<file path="src/rtl/prd_pkg.sv">
package prd_pkg;
    localparam int unsigned CNT_W_DEF  = 16;
    localparam int unsigned CODE_W_DEF = 4;
    localparam int unsigned STAT_W_DEF = 8;

    // Mask of the low (code-1) bits; all zero for code 0 or 1.
    function automatic logic [31:0] period_mask(input logic [7:0] code);
        logic [31:0] m;
        m = '0;
        for (int i = 0; i < 32; i++) begin
            if (code != 8'd0 && i < int'(code) - 1) begin
                m[i] = 1'b1;
            end
        end
        return m;
    endfunction
endpackage

</file>
<file path="src/rtl/prd_rate_decode.sv">
module prd_rate_decode #(
    parameter int unsigned CNT_W  = prd_pkg::CNT_W_DEF,
    parameter int unsigned CODE_W = prd_pkg::CODE_W_DEF
) (
    input  logic [CODE_W-1:0] rate_code,
    input  logic              pie_en,
    output logic              active,
    output logic [CNT_W-1:0]  mask
);
    logic [31:0] full_mask;

    always_comb begin
        full_mask = prd_pkg::period_mask(8'(rate_code));
        mask      = full_mask[CNT_W-1:0];
        active    = pie_en && (rate_code != '0);
    end
endmodule

</file>
<file path="src/rtl/prd_tick_counter.sv">
module prd_tick_counter #(
    parameter int unsigned CNT_W = prd_pkg::CNT_W_DEF
) (
    input  logic             clk,
    input  logic             rst_n,
    input  logic             tick,
    output logic [CNT_W-1:0] cnt_nxt
);
    typedef struct packed {
        logic [CNT_W-1:0] cnt;
    } ctr_t;

    ctr_t st_d, st_q;

    always_comb begin
        st_d = st_q;
        if (tick) begin
            st_d.cnt = st_q.cnt + 1'b1;
        end
        cnt_nxt = st_d.cnt;
    end

    always_ff @(posedge clk) begin
        if (!rst_n) begin
            st_q <= '0;
        end else begin
            st_q <= st_d;
        end
    end
endmodule

</file>
<file path="src/rtl/prd_boundary_det.sv">
module prd_boundary_det #(
    parameter int unsigned        CNT_W     = prd_pkg::CNT_W_DEF,
    parameter int unsigned        STAT_W    = prd_pkg::STAT_W_DEF,
    parameter logic [STAT_W-1:0]  FLAG_MASK = 8'hC0
) (
    input  logic              clk,
    input  logic              rst_n,
    input  logic              tick,
    input  logic              active,
    input  logic [CNT_W-1:0]  cnt_nxt,
    input  logic [CNT_W-1:0]  mask,
    output logic              evt,
    output logic [STAT_W-1:0] flags
);
    typedef struct packed {
        logic              evt;
        logic [STAT_W-1:0] flags;
    } det_t;

    det_t st_d, st_q;

    always_comb begin
        st_d.evt   = tick && active && ((cnt_nxt & mask) == '0);
        st_d.flags = st_d.evt ? FLAG_MASK : '0;
    end

    always_ff @(posedge clk) begin
        if (!rst_n) begin
            st_q <= '0;
        end else begin
            st_q <= st_d;
        end
    end

    assign evt   = st_q.evt;
    assign flags = st_q.flags;
endmodule

</file>
<file path="src/rtl/prd_irq_gen.sv">
module prd_irq_gen #(
    parameter int unsigned       CNT_W     = prd_pkg::CNT_W_DEF,
    parameter int unsigned       CODE_W    = prd_pkg::CODE_W_DEF,
    parameter int unsigned       STAT_W    = prd_pkg::STAT_W_DEF,
    parameter logic [STAT_W-1:0] FLAG_MASK = 8'hC0
) (
    input  logic              clk,
    input  logic              rst_n,
    input  logic              tick,
    input  logic [CODE_W-1:0] rate_code,
    input  logic              pie_en,
    output logic              evt_o,
    output logic [STAT_W-1:0] flags_o
);
    logic             active;
    logic [CNT_W-1:0] mask;
    logic [CNT_W-1:0] cnt_nxt;

    prd_rate_decode #(.CNT_W(CNT_W), .CODE_W(CODE_W)) dec_i (
        .rate_code (rate_code),
        .pie_en    (pie_en),
        .active    (active),
        .mask      (mask)
    );

    prd_tick_counter #(.CNT_W(CNT_W)) ctr_i (
        .clk     (clk),
        .rst_n   (rst_n),
        .tick    (tick),
        .cnt_nxt (cnt_nxt)
    );

    prd_boundary_det #(.CNT_W(CNT_W), .STAT_W(STAT_W), .FLAG_MASK(FLAG_MASK)) det_i (
        .clk     (clk),
        .rst_n   (rst_n),
        .tick    (tick),
        .active  (active),
        .cnt_nxt (cnt_nxt),
        .mask    (mask),
        .evt     (evt_o),
        .flags   (flags_o)
    );
endmodule

</file>
<file path="config.mk">
export PLATFORM = sky130hd
export DESIGN_NAME = prd_irq_gen
export DESIGN_NICKNAME = d
export VERILOG_FILES = /design/src/rtl/prd_pkg.sv /design/src/rtl/prd_rate_decode.sv /design/src/rtl/prd_tick_counter.sv /design/src/rtl/prd_boundary_det.sv /design/src/rtl/prd_irq_gen.sv
export SDC_FILE = /design/constraint.sdc
export NUM_CORES = 1
export LEC_CHECK = 0
export ABC_AREA = 1
export BUFFER_PORTS_ARGS = -buffer_cell sky130_fd_sc_hd__buf_2
export CAP_MARGIN = 25
export CORE_MARGIN = 2
export CORE_UTILIZATION = 40
export DETAILED_ROUTE_END_ITERATION = 12
export PLACE_DENSITY = 0.7
export SYNTH_ARGS = -nofsm -noshare
export SYNTH_HDL_FRONTEND = slang
export SYNTH_HIERARCHICAL = 1
export SYNTH_SLANG_ARGS = --single-unit
</file>
<file path="constraint.sdc">
create_clock -name clk -period 1.96 [get_ports clk]
set_input_delay 0.196 -clock clk [delete_from_list [all_inputs] [get_ports clk]]
set_output_delay 0.196 -clock clk [all_outputs]
set_load 0.1 [all_outputs]
</file>
==> flow_summary.json <==
{
  "wl_per_cell_um": 9.79,
  "min_from": "rst_n",
  "dp_worst_setup_slack_ns": 0.246,
  "rsz0062_at_grt": "no",
  "fin_ws_ns": 0.220,
  "hold_end": "ctr_i/st_q[6]",
  "antenna_left": 0,
  "worstReg2RegEnd": "det_i/flags[6]",
  "synth_mux_area_share_pct": 0,
  "ir_worst_vdd_uv": 213,
  "cp_max_fo": 6,
  "combPwrFrac_pct": 24.2,
  "grt_pass1_vias": 1035,
  "area_delta_synth_final_pct": 4.25,
  "synth_simple_gate_area_share_pct": 45.7,
  "critPathKind": "reg2reg",
  "min_path_cells": 2,
  "synth_top_family_by_area": "simple AND/OR/NAND/NOR gates",
  "drtIter0Drc": 45,
  "fin_crit_sh_pct": 88.8,
  "first_pass_iters": 4,
  "grt_pass1_wl_um": 4190,
  "required_ns": 2.20,
  "vias_per_cell": 4.56,
  "ys_warn_count": 6,
  "p_leak_nw": 0.773,
  "fin_crit_ns": 1.74,
  "rrSetupSlack_ns": 0.22,
  "power_density_nw_per_um2": 516,
  "die_y_um": 61.6,
  "maxSlewViolCount": 0,
  "start_util_pct": 42.7,
  "grt_max_degree": 16,
  "dieWidth_um": 61.6,
  "finalHoldViolations": 0,
  "final_nets": 234,
  "cts_resized": 0,
  "skew_ns": 0.00530,
  "cts_max_level": 1,
  "synth-compound-area-share_pct": 4.91,
  "status": "finished, final reports clean",
  "routed-via-count": 1217,
  "slew_headroom_pct": 66.3,
  "cp_slowest_cell": "dfxtp_1",
  "fmax_mhz": 575,
  "grt_usage_pct": 15.4,
  "busiest_layer": "met2",
  "synth_seq_cells": 17,
  "tightest_slew_ns": 0.505,
  "critPathLaunchType": "flop",
  "clkTransAtPathRegs_ns": 0.09,
  "final_layout_size_suffix_gt1_share_pct": 14.3,
  "cts_tree": "done",
  "globalRouteMet3Util_pct": 5.04,
  "rows": 20,
  "cpMostUsedCell": "nand2_1",
  "synthAdderAreaFrac_pct": 1.89,
  "reg2regPathDepth": 11,
  "synth_ff_type": "dfxtp_1",
  "synth_edf_count": 0,
  "hold_class": "in2reg",
  "p_int_mw": 0.466,
  "p_sw_mw": 0.248,
  "yosysSeqAreaShare_pct": 25.7,
  "dp_hpwl_um": 2140,
  "use_met2_pct": 26.9,
  "path_delay_family": "simple AND/OR/NAND/NOR gates",
  "io_pins": 17,
  "r2r-start": "ctr_i/st_q[0]",
  "coreArea_um2": 3100,
  "cap_violations": 0,
  "clk_latency_ns": 0.29,
  "synth.distinct_cells": 28,
  "cts_setup_buffers": 0,
  "gp_congestion": 0.876,
  "antenna_found_initial": 0,
  "swShare_pct": 34.7,
  "synth-xor-area-share_pct": 5.19,
  "tns_ns": 0,
  "wl_um": 2620,
  "arrival_ns": 1.98,
  "netlist_area_um2": 1330,
  "numCtsBuffers": 3,
  "root_buffer": "clkbuf_4",
  "hold_buffers": 0,
  "diodes": 0,
  "clockPowerShare_pct": 26.3,
  "critPathMaxStageDelay_ns": 0.39,
  "path_buf_inv": 1,
  "dieArea_um2": 3790,
  "drc": 0,
  "ys_async_sr_fraction_pct": 0,
  "portBuffers": 10,
  "setup_viol_count_final": 0,
  "fin_hold_ws_ns": 0.133,
  "cts_sinks": 17,
  "postSynthCellCount": 216,
  "crit_chain": "ha_1 -> nand3_2 -> nor3_4 -> nand4_1 -> nand2_1 -> inv_1 -> nand2_1 -> nand2_1 -> nor2_1 -> nand3_1 -> nor2_1",
  "grt.overflow.total": 0,
  "end_kind": "flop",
  "seqPwrFrac_pct": 49.5,
  "met1_usage_pct": 17.8,
  "cts_buffer_depth": 2,
  "avgSynthCellArea_um2": 6.14
}
==> metrics by stage <==
| step | cell area, um^2 | power (mW) | util, % | cells |
|---|---|---|---|---|
| final | 1380 | 0.714 | 44.6 | 267 |
| after CTS | 1380 | 0.722 | 44.6 | 267 |
| after detailed placement | 1360 | 0.533 | 43.7 | 263 |
| after global routing | 1380 | 0.755 | 44.6 | 267 |
| after floorplan | 1350 | 0.523 | - | 221 |
| after global placement | 1360 | 0.534 | 43.7 | 263 |
==> registers in the layout, summed over array words and instances, names as in the netlist <==
register     flops
det_i/flags      1
ctr_i/st_q      16
==> cells in the final DEF (no fill, tap or decap) <==
cell type and count:
ha_1 2, nand3_2 3, o21ai_0 5, nor3_4 1
nor2_4 1, inv_1 30, clkbuf_1 1, xor2_2 1
nor2_2 6, nor3_1 4, clkbuf_4 3, inv_2 2
buf_2 10, and2_1 1, conb_1 7, a21o_1 2
xor2_1 5, nand4_1 5, a21oi_1 5, xnor2_1 1
nand3b_1 1, nand3_1 12, and3_1 1, dfxtp_1 17
nand2_1 64, nand2_2 5, nor2_1 27, or3_1 1
==> how the worst max path moves through the flow <==
stage | depth (start not counted) | slack (ns) | end | startpoint
after floorplan | 1 | 0.39 | flags_o[6] | det_i/flags[6]
after global placement | 11 | 0.25 | det_i/flags[6] | ctr_i/st_q[0]
after detailed placement | 11 | 0.25 | det_i/flags[6] | ctr_i/st_q[0]
after CTS | 11 | 0.22 | det_i/flags[6] | ctr_i/st_q[0]
after global routing | 11 | 0.05 | det_i/flags[6] | ctr_i/st_q[0]
final | 11 | 0.22 | det_i/flags[6] | ctr_i/st_q[0]
==> cells in the mapped netlist (5+ instances only) <==
| cell type | count | area share (%) |
|---|---|---|
| nor2_1 | 27 | 7.6 |
| nand4_1 | 5 | 2.4 |
| nand3_1 | 12 | 4.5 |
| nor2_2 | 6 | 2.8 |
| nand2_1 | 64 | 18 |
| buf_4 | 9 | 5.1 |
| o21ai_0 | 5 | 1.9 |
| xor2_1 | 5 | 3.3 |
| dfxtp_1 | 17 | 26 |
| inv_1 | 30 | 8.5 |
| nand2_2 | 5 | 2.4 |
| a21oi_1 | 5 | 1.9 |
==> area by class of cell <==
cell class,instances,area (um^2)
tap,44,55.1
multi-input combinational,160,791
sequential,17,340
fill,341,1720
inverter,32,120
clock buffer,4,26.3
timing repair buffer,10,50.0
==> cells by family after synthesis <==
| logic type | count (synthesis) |
|---|---|
| buffers and inverters | 44 |
| AOI/OAI and AO/OA | 12 |
| DFF | 17 |
| other | 2 |
| xor gates and xnor gates | 7 |
| adders and majority gates | 2 |
| and+or+nand+nor | 132 |
==> power by group through the flow <==
stage,logic [mW],clock network (mW),registers [mW]
detailed placement,0.171,0,0.362
floorplan,0.156,0,0.367
finish,0.172,0.188,0.354
global route,0.190,0.211,0.354
CTS,0.172,0.196,0.354
global placement,0.173,0,0.361
==> metal layers <==
layer	vias up	wire length [um]
met4	0	23
li1	665	-
met3	4	81
met5	-	0
met2	17	1210
met1	531	1310
No activity file was read; power rests on OpenSTA's default activity.
